### config.mk
export PLATFORM = sky130hd
export DESIGN_NAME = spi_stat_ctrl
export DESIGN_NICKNAME = d
export VERILOG_FILES = /design/src/rtl/spi_sc_pkg.sv /design/src/rtl/spi_sc_rx.sv /design/src/rtl/spi_sc_modf.sv /design/src/rtl/spi_sc_tx.sv /design/src/rtl/spi_stat_ctrl.sv
export SDC_FILE = /design/constraint.sdc
export NUM_CORES = 1
export LEC_CHECK = 0
export BUFFER_PORTS_ARGS = -buffer_cell sky130_fd_sc_hd__buf_2
export CORE_AREA = 2 2 39 41
export CTS_BUF_LIST = sky130_fd_sc_hd__clkbuf_4 sky130_fd_sc_hd__clkbuf_8 sky130_fd_sc_hd__clkbuf_16
export CTS_CLUSTER_SIZE = 10
export DETAILED_ROUTE_END_ITERATION = 8
export DIE_AREA = 0 0 41 43
export PLACE_DENSITY = 0.71
export SLEW_MARGIN = 20
export SYNTH_ARGS = -nofsm -noshare
export SYNTH_HDL_FRONTEND = slang
export SYNTH_HIERARCHICAL = 1
export SYNTH_SLANG_ARGS = --single-unit
### constraint.sdc
create_clock -name clk -period 2.45 [get_ports clk]
set_input_delay 0.245 -clock clk [delete_from_list [all_inputs] [get_ports clk]]
set_output_delay 0.245 -clock clk [all_outputs]
set_load 0.01 [all_outputs]
### src/rtl/spi_sc_pkg.sv
package spi_sc_pkg;

    typedef enum logic {
        RX_EMPTY = 1'b0,
        RX_FULL  = 1'b1
    } rx_state_e;

    typedef enum logic [1:0] {
        OVF_CLEAR = 2'd0,
        OVF_SET   = 2'd1,
        OVF_ARMED = 2'd2
    } ovf_state_e;

    typedef enum logic [1:0] {
        MF_CLEAR = 2'd0,
        MF_SET   = 2'd1,
        MF_ARMED = 2'd2
    } mf_state_e;

    typedef enum logic {
        TX_EMPTY = 1'b0,
        TX_BUSY  = 1'b1
    } tx_state_e;

endpackage

### src/rtl/spi_sc_rx.sv
module spi_sc_rx
    import spi_sc_pkg::*;
(
    input  logic clk,
    input  logic rst_n,
    input  logic rx_byte_done,
    input  logic stat_rd,
    input  logic data_rd,
    output logic rx_full,
    output logic ovf_flag
);

    rx_state_e  rx_q, rx_d;
    ovf_state_e ovf_q, ovf_d;
    logic       lost_byte;

    // A byte lands while the previous one is unread and not being read now.
    assign lost_byte = rx_byte_done && (rx_q == RX_FULL) && !data_rd;

    always_ff @(posedge clk or negedge rst_n) begin
        if (!rst_n) begin
            rx_q  <= RX_EMPTY;
            ovf_q <= OVF_CLEAR;
        end else begin
            rx_q  <= rx_d;
            ovf_q <= ovf_d;
        end
    end

    always_comb begin
        rx_d = rx_q;
        unique case (rx_q)
            RX_EMPTY: if (rx_byte_done) rx_d = RX_FULL;
            RX_FULL:  if (data_rd && !rx_byte_done) rx_d = RX_EMPTY;
            default:  rx_d = RX_EMPTY;
        endcase
    end

    always_comb begin
        ovf_d = ovf_q;
        unique case (ovf_q)
            OVF_CLEAR: if (lost_byte) ovf_d = OVF_SET;
            OVF_SET:   if (stat_rd)   ovf_d = OVF_ARMED;
            OVF_ARMED: if (data_rd)   ovf_d = OVF_CLEAR;
            default:   ovf_d = OVF_CLEAR;
        endcase
    end

    always_comb begin
        rx_full  = (rx_q == RX_FULL);
        ovf_flag = (ovf_q != OVF_CLEAR);
    end


    rxf_clr_chk: assert property (@(posedge clk) disable iff (!rst_n)
        (data_rd && !rx_byte_done) |=> !rx_full);


    rxf_set_chk: assert property (@(posedge clk) disable iff (!rst_n)
        rx_byte_done |=> rx_full);


    no_overflow_chk: assert property (@(posedge clk) disable iff (!rst_n)
        (rx_byte_done && rx_full && !data_rd) |=> ovf_flag);


    ovf_hold_chk: assert property (@(posedge clk) disable iff (!rst_n)
        (ovf_q == OVF_SET) |=> ovf_flag);

endmodule

### src/rtl/spi_sc_modf.sv
module spi_sc_modf
    import spi_sc_pkg::*;
(
    input  logic clk,
    input  logic rst_n,
    input  logic ss_fault,
    input  logic det_en,
    input  logic stat_rd,
    input  logic stat_wr,
    output logic modf_flag
);

    mf_state_e mf_q, mf_d;
    logic      fault_seen;

    assign fault_seen = ss_fault && det_en;

    always_ff @(posedge clk or negedge rst_n) begin
        if (!rst_n) mf_q <= MF_CLEAR;
        else        mf_q <= mf_d;
    end

    always_comb begin
        mf_d = mf_q;
        unique case (mf_q)
            MF_CLEAR: if (fault_seen) mf_d = MF_SET;
            MF_SET:   if (stat_rd)    mf_d = MF_ARMED;
            MF_ARMED: if (stat_wr)    mf_d = fault_seen ? MF_SET : MF_CLEAR;
            default:  mf_d = MF_CLEAR;
        endcase
    end

    always_comb modf_flag = (mf_q != MF_CLEAR);


    modf_ignore_chk: assert property (@(posedge clk) disable iff (!rst_n)
        (!det_en && !modf_flag) |=> !modf_flag);


    modf_persist_chk: assert property (@(posedge clk) disable iff (!rst_n)
        fault_seen |=> modf_flag);

endmodule

### src/rtl/spi_sc_tx.sv
module spi_sc_tx
    import spi_sc_pkg::*;
(
    input  logic clk,
    input  logic rst_n,
    input  logic data_wr,
    input  logic tx_load,
    output logic tx_empty
);

    tx_state_e tx_q, tx_d;

    always_ff @(posedge clk or negedge rst_n) begin
        if (!rst_n) tx_q <= TX_EMPTY;
        else        tx_q <= tx_d;
    end

    always_comb begin
        tx_d = tx_q;
        unique case (tx_q)
            TX_EMPTY: if (data_wr) tx_d = TX_BUSY;
            TX_BUSY:  if (tx_load && !data_wr) tx_d = TX_EMPTY;
            default:  tx_d = TX_EMPTY;
        endcase
    end

    always_comb tx_empty = (tx_q == TX_EMPTY);


    txe_clr_chk: assert property (@(posedge clk) disable iff (!rst_n)
        data_wr |=> !tx_empty);


    txe_set_chk: assert property (@(posedge clk) disable iff (!rst_n)
        (tx_load && !data_wr) |=> tx_empty);

endmodule

### src/rtl/spi_stat_ctrl.sv
module spi_stat_ctrl #(
    parameter int BAUD_W = 2
) (
    input  logic              clk,
    input  logic              rst_n,
    input  logic              rx_byte_done,
    input  logic              tx_load,
    input  logic              ss_fault,
    input  logic              rx_irq_en,
    input  logic              tx_irq_en,
    input  logic              stat_rd,
    input  logic              stat_wr,
    input  logic [BAUD_W+5:0] stat_wdata,
    input  logic              data_rd,
    input  logic              data_wr,
    output logic [BAUD_W+5:0] stat_rdata,
    output logic [BAUD_W-1:0] baud_sel,
    output logic              modf_det_en,
    output logic              irq
);

    localparam int REG_W      = BAUD_W + 6;
    localparam int POS_MFEN   = BAUD_W;
    localparam int POS_TXE    = BAUD_W + 1;
    localparam int POS_MODF   = BAUD_W + 2;
    localparam int POS_OVF    = BAUD_W + 3;
    localparam int POS_ERRIE  = BAUD_W + 4;
    localparam int POS_RXF    = BAUD_W + 5;

    logic              rx_full, ovf_flag, modf_flag, tx_empty;
    logic              errie_q;
    logic              mfen_q;
    logic [BAUD_W-1:0] baud_q;

    // Writable control bits: error enable, detection enable, baud field.
    always_ff @(posedge clk or negedge rst_n) begin
        if (!rst_n) begin
            errie_q <= 1'b0;
            mfen_q  <= 1'b0;
            baud_q  <= '0;
        end else if (stat_wr) begin
            errie_q <= stat_wdata[POS_ERRIE];
            mfen_q  <= stat_wdata[POS_MFEN];
            baud_q  <= stat_wdata[BAUD_W-1:0];
        end
    end

    spi_sc_rx u_rx (
        .clk          (clk),
        .rst_n        (rst_n),
        .rx_byte_done (rx_byte_done),
        .stat_rd      (stat_rd),
        .data_rd      (data_rd),
        .rx_full      (rx_full),
        .ovf_flag     (ovf_flag)
    );

    spi_sc_modf u_modf (
        .clk       (clk),
        .rst_n     (rst_n),
        .ss_fault  (ss_fault),
        .det_en    (mfen_q),
        .stat_rd   (stat_rd),
        .stat_wr   (stat_wr),
        .modf_flag (modf_flag)
    );

    spi_sc_tx u_tx (
        .clk      (clk),
        .rst_n    (rst_n),
        .data_wr  (data_wr),
        .tx_load  (tx_load),
        .tx_empty (tx_empty)
    );

    always_comb begin
        stat_rdata                 = '0;
        stat_rdata[POS_RXF]        = rx_full;
        stat_rdata[POS_ERRIE]      = errie_q;
        stat_rdata[POS_OVF]        = ovf_flag;
        stat_rdata[POS_MODF]       = modf_flag;
        stat_rdata[POS_TXE]        = tx_empty;
        stat_rdata[POS_MFEN]       = mfen_q;
        stat_rdata[BAUD_W-1:0]     = baud_q;
        baud_sel                   = baud_q;
        modf_det_en                = mfen_q;
        irq = (rx_full && rx_irq_en) || (tx_empty && tx_irq_en)
           || (errie_q && (ovf_flag || modf_flag));
    end


    err_mask_chk: assert property (@(posedge clk) disable iff (!rst_n)
        (!stat_rdata[POS_ERRIE] && !rx_irq_en && !tx_irq_en) |-> !irq);


    ctrl_load_chk: assert property (@(posedge clk) disable iff (!rst_n)
        stat_wr |=> (baud_sel == $past(stat_wdata[BAUD_W-1:0])));

    initial begin

        width_chk: assert (REG_W == $bits(stat_rdata));
    end

endmodule

# --- Word level (Yosys, flattened, before mapping) ---
# Index checks and enable logic that the tools add are counted.
word_totals:
  ff_bits: 10
  latch_bits: 0
  ram_bits: 0
  mem_bits_ro: 0
  input_bits: 19
  output_inout_bits: 12
  word_cells: 53
  mem_count: 0
classes:
  n_addsub: 0
  n_mul: 0
  div_mod_pow: 0
  n_lt_le_gt_ge: 0
  n_eq_ne: 10
  shifts: 0
  mux: 14
  bitwise: 2
  reduce_logical: 20
op_table:
  columns: ["operator", "n"]
  rows:
  - ["$pmux 2 s3", 2]
  - ["$mux 2", 5]
  - ["$logic_and 1x1->1", 8]
  - ["$ne 2x2->1 const B", 4]
  - ["$reduce_and 3->1", 2]
  - ["$mux 1", 5]
  - ["$eq 2x1->1 const B", 2]
  - ["$eq 2x2->1 const B", 2]
  - ["$logic_not 2->1", 2]
  - ["$ne 2x1->1 const B", 2]
  - ["$pmux 1 s2", 2]
  - ["$reduce_bool 2->1", 2]
  - ["$logic_not 1->1", 3]
  - ["$logic_or 1x1->1", 3]
  - ["$not 1->1", 2]

# --- Longest topological paths before layout ---
# Gate-level depths: netlist of run 1.
logic_depth:
  ltp_word: 4
  depth_mapped: 3
  depth_no_buf: 3

# --- Hierarchy ---
# The synthesis of run 1 kept the hierarchy.
modules_own_cells:
  columns: ["mod", "n_inst", "cells_each", "area_each_um2", "seq_area_each_um2"]
  rows:
  - ["spi_stat_ctrl", 1, 19, 221.5, 100.1]
  - ["spi_sc_rx", 1, 12, 133.9, 75.1]
  - ["spi_sc_modf", 1, 9, 100.1, 50.0]
  - ["spi_sc_tx", 1, 3, 40.0, 25.0]

# --- Worst setup path after synthesis of run 1 ---
# Ideal clock, no wire load.
synth_timing:
  path_type: "reg-to-output"
  startpoint: "register u_modf.mf_q[0]"
  endpoint: "output port irq"
  arrival_time_ps: 859
  required_time_ps: 2205
  path_slack_ps: 1346
  path_stages_with_launch: 4
  path_cell_list: "dfrtp_1 > or2_1 > o21ai_0 > nand2_1"
synth_between:
  elab_chain_cells: 4
synth_rtl:
  columns: ["item", "line", "source"]
  rows:
  - ["start: declaration", "spi_sc_modf.sv:13", "mf_state_e mf_q, mf_d;"]
  - ["start signal: assignment", "spi_sc_modf.sv:20", "else mf_q <= mf_d;"]
  - ["$reduce_bool 2->1", "spi_sc_modf.sv:33", "always_comb modf_flag = (mf_q != MF_CLEAR);"]
  - ["via modf_flag", "spi_stat_ctrl.sv:30", "logic rx_full, ovf_flag, modf_flag, tx_empty;"]
  - ["$logic_or 1x1->1", "spi_stat_ctrl.sv:88", "|| (errie_q && (ovf_flag || modf_flag));"]
  - ["$logic_and 1x1->1", "spi_stat_ctrl.sv:88", null]
  - ["$logic_or 1x1->1", "spi_stat_ctrl.sv:88", null]
  - ["end: declaration", "spi_stat_ctrl.sv:19", "output logic irq"]
# The timed path passes the listed nets, and every way through them passes these cells.

# --- Worst setup path after layout of run 1 ---
layout_timing:
  startpoint: "register u_modf.mf_q[0]"
  endpoint: "output port irq"
layout_between:
  elab_chain_cells: 4
layout_rtl:
  columns: ["item", "line"]
  rows:
  - ["$reduce_bool 2->1", "spi_sc_modf.sv:33"]
  - ["$logic_or 1x1->1", "spi_stat_ctrl.sv:88"]
  - ["$logic_and 1x1->1", "spi_stat_ctrl.sv:88"]
  - ["$logic_or 1x1->1", "spi_stat_ctrl.sv:88"]
# Every way passes these cells.

==> results.txt, run 1 <==
- The run finished with clean final reports.
* Die area: about 1800 um2
- Cell Rows: 14
- After clock tree synthesis, the clock-pin slew on the worst setup and hold paths is 0.06 ns.
- The tree is rooted in a sky130_fd_sc_hd__clkbuf_4.
- In this run the critical register-to-register path is launched from u_modf/mf_q[1].
- For this design the top-level I/O count stands at 31.
* Initial Util: 0.358
* Global placement routability congestion: between 0.5 and 0.6
* Global-route wire length before repair: between 1 and 1.5 mm
- GRT overflow: 0
- In this run the standard cell core region covers 1380 um2.
- Yosys printed 6 warnings.
- Category of the most critical setup path: reg -> out
* Hold Path End: u_tx/tx_q
- Clock tree buffer depth: 2
- The worst register-to-register path has a setup slack of around 1.5 ns.
- Counting instances, the worst hold path has a depth of 2.
* # clock sinks: 10
- Top cell type's share of synthesized area: 0.505
* TritonCTS clock tree: built
* Largest net degree at the start of global routing: 11
* Post-placement worst setup slack: ~1.2 ns
* R2r worst-path depth: 2
* Fraction of registers with async set or reset after synthesis: 1.00
- The worst register-to-register path ends at u_modf/mf_q[0].
- Post-route clock skew: between 0.0015 and 0.002 ns
- Total clock buffers created by CTS: 3
- Headroom to the max-slew limit came out at 0.846.
- Number of flip-flops and latches in the synthesized netlist: 10
- Final design utilization: 0.447
- List of most frequent post-synthesis cells: 10 x sky130_fd_sc_hd__dfrtp_1, 8 x sky130_fd_sc_hd__buf_4, 5 x sky130_fd_sc_hd__mux2_2
- After detailed routing, the number of vias per cell comes to roughly 4.5.
* Post-CTS setup-driven buffer insertion count: 0
- Number of nets with antenna violations after routing: 0
* Post-DP HPWL: between 600 and 700 um
* Post-synth top area cell: sky130_fd_sc_hd__dfrtp_1
- From synthesis to final layout, the design area changed by 24.7%.
- Among all cell types in the netlist, the one instantiated most often is sky130_fd_sc_hd__dfrtp_1.
- H-tree levels: 1
* Number of flops mapped to enable cells by yosys: 0
- Count of unresolved DRC violations after routing: 0
* Post-layout nets: 86
* Min-Delay Path Class: in -> reg
- Leading cell types by total area after synthesis: sky130_fd_sc_hd__dfrtp_1 51%, sky130_fd_sc_hd__buf_4 12%, sky130_fd_sc_hd__mux2_2 11%
* Number of antenna violations at the first check in global routing: 0
- Before antenna repair, the detailed router went through 2 iterations.
- After layout, the design draws a total of 0.410 mW.
* Static leakage power: 0.318 nW
- Endpoints failing hold: 0
* Global router's overall resource usage: 0.121
- The tool flagged a number of max-cap violations equal to 0.
- STA classifies the critical path startpoint as a register.
- Data required time of the critical path: between 2 and 2.5 ns
- At the worst endpoint, the arrival time is 1.25 ns.
* Average cell area after synthesis: 11.5 um2
- Setup violations remaining at the end of the flow were counted as 0.
- Setup repair after global routing left no endpoint under its margin.
* Routed wirelength normalized by instance count: 10.9 um
* Number of port buffers: 26
* Net count of the mapped netlist: 62
* Startpoint of the most critical hold path: tx_load
- The worst setup path is captured at a primary output.
* Antenna diode count: 0
- Tcrit/Tclk final: 0.610
* Count of cells resized by post-cts repair: 0
- Pwr Density: 663 nW/um2
- The die is just over 40 um wide.
* Synthesized instance count: between 40 and 50
* Fraction of final layout cells with drive strength greater than 1: 0.554
- Transition time at the pin with the least slew margin: between 0.2 and 0.25 ns
- The clock reaches the later pin of the worst-skew pair after approximately 0.26 ns.
- Across all layers, the routed design uses roughly 370 vias.
- The netlist uses 18 different library cells.
- The number of global-route vias before repair was 345.
- Setup slack closes at around 0.95 ns.
- Total length of routed wires: around 880 um
- Die Y-Extent: 43 um
- Maximum vdd ir drop: 0.248 mV
* Setup tns final: 0 ns
- Subtracting the final worst setup slack from the clock period gives 1.50 ns.
- Of all nets on the critical path, the largest fanout is 4.
- Fmax: 669 MHz
* Starting DRT DRC Count: 8
- In this run the cell area of the synthesized design comes to about 500 um2.
- Ys flop type: sky130_fd_sc_hd__dfrtp_1
* Share of the yosys chip area belonging to registers: 0.505
* Count of final max-slew check failures: 0
-- kinds of logic (layout without fill, tap and decap cells) --
kind of cell	after synthesis	in the layout	synth area share
buffers and inverters	10	32	0.136
AND/OR/NAND/NOR	11	11	0.146
flip-flops	10	10	0.505
multiplexers	5	5	0.114
AO/OA/AOI/OAI	7	7	0.0985
-- critical path: stages (launching register included) --
cell and delay, ns:
sky130_fd_sc_hd__dfrtp_1 0.40, sky130_fd_sc_hd__or2_1 0.24, sky130_fd_sc_hd__o21ai_0 0.15, sky130_fd_sc_hd__nand2_1 0.06, sky130_fd_sc_hd__buf_2 0.14
-- flip-flops by register name (all words and copies together) (netlist names) --
register / count
baud_sel: 2
u_modf/mf_q: 2
u_rx/ovf_q: 2
errie_q: 1
modf_det_en: 1
u_rx/rx_full: 1
u_tx/tx_q: 1
-- how the worst max path moves through the flow --
stage / slack, ns / to / startpoint
finish: 0.95 / irq / u_modf/mf_q[0]
CTS: 0.93 / irq / u_modf/mf_q[0]
global route: 0.83 / irq / u_modf/mf_q[0]
floorplan: 1.35 / irq / u_modf/mf_q[0]
global placement: 1.23 / irq / u_modf/mf_q[0]
detailed placement: 1.22 / irq / u_modf/mf_q[0]
-- stage by stage --
stage / hold slack, ns / cell area, um2 / cells
2_1_floorplan: -0.0506 / 495 / 43
3_3_place_gp: 0.119 / 586 / 77
3_5_place_dp: 0.120 / 586 / 77
4_1_cts: 0.147 / 618 / 81
5_1_grt: 0.147 / 618 / 81
6_report: 0.155 / 618 / 81
-- cell usage in the layout, fill, tap and decap left out, drive strengths merged, types with 2 or more instances in the layout --
master  count
o21ai       2
inv         2
clkbuf      3
nand2       2
nand2b      2
nor2b       2
dfrtp      10
buf        26
or2         2
mux2        5
-- routing by layer --
metal  part of all wire  vias up  GRT usage
li1                   -      184          -
met1               0.45      170      0.157
met2               0.48       12      0.159
met3              0.049        2     0.0314
met4              0.014        0      0.100
met5                  0        -          0
-- layout make-up --
cell class / count / area, um2
Tap cell: 16 / 20.0
Inverter: 2 / 7.51
Fill cell: 138 / 766
Clock buffer: 3 / 22.5
Timing Repair Buffer: 27 / 140
Multi-Input combinational cell: 23 / 178
Sequential cell: 10 / 250
-- report_power, final --
group          internal, mW  switching (mW)  total (mW)
Clock                0.0566          0.0530       0.110
Combinational        0.0537          0.0444      0.0981
Sequential            0.186          0.0164       0.202
Total                 0.296           0.114       0.410
-- repair_timing --
| item | in CTS | in global routing |
|---|---|---|
| hold endpoints to repair | 10 | 0 |
| endpoints found under the setup margin | 0 | 0 |
| hold buffers | 1 | 0 |
(Power assumes the default switching activity.)
==> inputs of run 2 (changes only) <==
Clock period 2.45 ns to 1.4 ns, I/O delays scaled along.
==> run 2 against run 1 <==
  * Worst hold slack worse by 0.10 ns
  * Global-route usage up 0.20 points
  * Die area unchanged
  * Via count up 3.5%
  * First-iteration DRC count fell by 75%
  * Critical endpoint unchanged
  * Largest power group unchanged
==> results.txt, run 2 (synthesis gave the netlist of run 1 again) <==
* Run status: finished, final reports clean (unchanged)
* Startpoint types: register (unchanged)
- Most frequent cells in the layout: 26 x sky130_fd_sc_hd__buf_2, 10 x sky130_fd_sc_hd__dfrtp_1, 5 x sky130_fd_sc_hd__mux2_2 (unchanged).
* Number of nets with antenna violations after routing: 0 (unchanged)
- The number of H-tree levels is 1 (unchanged).
- The detail-routed net length per standard cell is 10.8 um (was 10.9 um).
* Antenna diode count: 0 (unchanged)
- The clock network latency to the later pin of the worst-skew pair was 0.26 ns (about the same).
- Cell at the root of the clock tree: sky130_fd_sc_hd__clkbuf_4 (unchanged)
- Die Y-Extent: 43 um (unchanged)
* Starting DRT DRC Count: 2 (was 8)
- The number of global-route vias before repair came to 359 (was 345).
* Global-route wire length before repair: 1.41 mm (was 1.38 mm)
- TritonCTS clock tree: built (unchanged)
* Vias: 381 (was 368)
* Tcrit/Tclk final: 0.946
- The total power after layout was 0.738 mW (was 0.410 mW).
- Count of unresolved DRC violations after routing: 0 (unchanged)
- Fraction of final layout cells with drive strength greater than 1: 0.574 (was 0.554)
- GRT overflow: 0 (unchanged)
* CP Max Fanout: 2 (was 4)
- Worst setup EP type: primary output (unchanged)
- Fmax: 755 MHz
- The global router's overall resource usage came to 0.123 (was 0.121).
* Min cycle time layout: ~1.3 ns
* Filler cell count: 136 (was 138)
- The floorplan core area was 1380 um2 (unchanged).
* Clock-pin slew on the worst setup and hold paths: 0.06 ns (about the same)
- Post-placement worst setup slack: 0.273 ns (was 1.22 ns)
- Count of final max-slew check failures: 0 (unchanged)
* Category of the most critical setup path: reg -> out (unchanged)
* Die area: 1760 um2 (unchanged)
* Switching Power: 0.203 mW (was 0.114 mW)
* Cell Rows: 14 (unchanged)
* Syn-to-layout area delta: 29.3% (was 24.7%)
- The net count reported at finish came to 89 (was 86).
- The cell area after placement was 586 um2 (unchanged).
- Pwr Density: 1150 nW/um2 (was 663 nW/um2)
- Comb power frac: 0.271 (was 0.239)
* Final design utilization: 0.463 (was 0.447)
- Clock tree buffer depth: 2 (unchanged)
- The sequential share of power is 0.470 (was 0.493).
* Min-Delay Path Class: in -> reg (unchanged)
- RSZ-0062 raised after global routing: true (was false)
- Largest net degree at the start of global routing: 11 (unchanged)
* Horizontal die dimension: 41 um (unchanged)
* IO Pins: 31 (unchanged)
- The switching power share of the total was 0.275 (was 0.278).
- The actual slew at the worst max-slew pin is 0.236 ns (was 0.232 ns).
* Number of antenna violations at the first check in global routing: 0 (unchanged)
- Total clock buffers created by CTS: 3 (unchanged)
- Post-route setup slack: 0.0754 ns (was 0.955 ns)
- Data required time of the critical path: 1.26 ns (was 2.20 ns)
* Vias/cell: 4.54 (about the same)
- The number of maximum-capacitance constraint violations came to 0 (unchanged).
- The portion of total power attributed to the clock network was 0.258 (was 0.267).
- Post-route clock skew: 0.00305 ns (was 0.00191 ns)
- Max-Slew Margin vs Limit: 0.843 (was 0.846)
- The HPWL reported at the end of detailed placement is 692 um (unchanged).
- Most common library cell in the layout ignoring fill and taps: sky130_fd_sc_hd__buf_2 (unchanged)
- The critical path arrival came to 1.18 ns (was 1.25 ns).
* Total length of routed wires: 904 um (was 879 um)
- The final weighted congestion in routability-driven placement was 0.580 (unchanged).
* Maximum vdd ir drop: 0.450 mV (was 0.248 mV)
- The leakage dissipation was 0.334 nW (was 0.318 nW).
* Pre-antenna DRT Iters: 2 (unchanged)
- # clock sinks: 10 (unchanged)
- Total setup violations reported at the end of the flow: 0 (unchanged)
- Initial Util: 0.358 (unchanged)
- Number of port buffers: 26 (unchanged)
- The minimum setup slack among reg-to-reg paths is 0.45 ns (was 1.53 ns).
- The final-report hold violation count is 0 (unchanged).
- The final non-filler cell area came to 641 um2 (was 618 um2).
* Internal power component: 0.535 mW (was 0.296 mW)
==> run 2: cell count changes in the layout (fill, tap and decap cells not counted) <==
cell,delta
sky130_fd_sc_hd__buf_4,+3
sky130_fd_sc_hd__o21ai_0,-1
sky130_fd_sc_hd__o21ai_1,+1
==> run 2: metal layers <==
| layer | track usage | vias up | part of all wire | wire length [um] |
|---|---|---|---|---|
| li1 | - | 190 | - | - |
| met1 | 0.157 | 177 | 0.44 | 399 |
| met2 | 0.166 | 12 | 0.50 | 450 |
| met3 | 0.0314 | 2 | 0.046 | 42 |
| met4 | 0.100 | 0 | 0.013 | 12 |
| met5 | 0 | - | 0 | 0 |
==> run 2: final cells by class <==
type	count	area (um2)	share of cell area
Sequential cell	10	250	0.391
Multi-Input combinational cell	23	178	0.277
Timing Repair Buffer	30	163	0.254
Clock buffer	3	22.5	0.0352
Tap cell	16	20.0	0.0313
Inverter	2	7.51	0.0117
==> run 2: critical path, cell delays in order, from the launching register on <==
cell	delay (ns)
sky130_fd_sc_hd__dfrtp_1	0.37
sky130_fd_sc_hd__or2_1	0.24
sky130_fd_sc_hd__o21ai_1	0.13
sky130_fd_sc_hd__nand2_1	0.05
sky130_fd_sc_hd__buf_2	0.14
==> run 2: what timing repair did <==
item / CTS / global route
pin swaps: 0 / 1
hold buffers: 1 / 0
resized for setup: 0 / 1
buffers inserted: 2 / 1
endpoints found under the hold margin: 10 / 0
setup endpoints to repair: 1 / 1
==> run 2: final timing paths <==
| path | startpoint | to | cells past startpoint |
|---|---|---|---|
| setup / recovery | u_rx/ovf_q[0] | irq | 4 |
| hold reg to reg | baud_sel[0] | baud_sel[0] | 1 |
| setup reg to reg | u_modf/mf_q[0] | u_modf/mf_q[0] | 3 |
| min in group asynchronous | rst_n | u_rx/ovf_q[1] | 2 |
| max in group asynchronous | rst_n | u_modf/mf_q[0] | 2 |
| hold / removal | tx_load | u_tx/tx_q | 2 |
==> run 2: stage by stage <==
step	std cells	setup TNS [ns]	hold slack (ns)
floorplan	43	0	-0.156
global placement	77	0	0.0136
detailed placement	77	0	0.0149
CTS	83	0	0.0416
global route	84	-0.0297	0.0417
finish	84	0	0.0497
==> run 2: power groups by stage <==
stage,clock network (mW),logic (mW),registers [mW]
2_1_floorplan,0,0.134,0.358
3_3_place_gp,0,0.171,0.358
3_5_place_dp,0,0.174,0.360
4_1_cts,0.200,0.196,0.349
5_1_grt,0.214,0.226,0.353
6_report,0.191,0.200,0.347
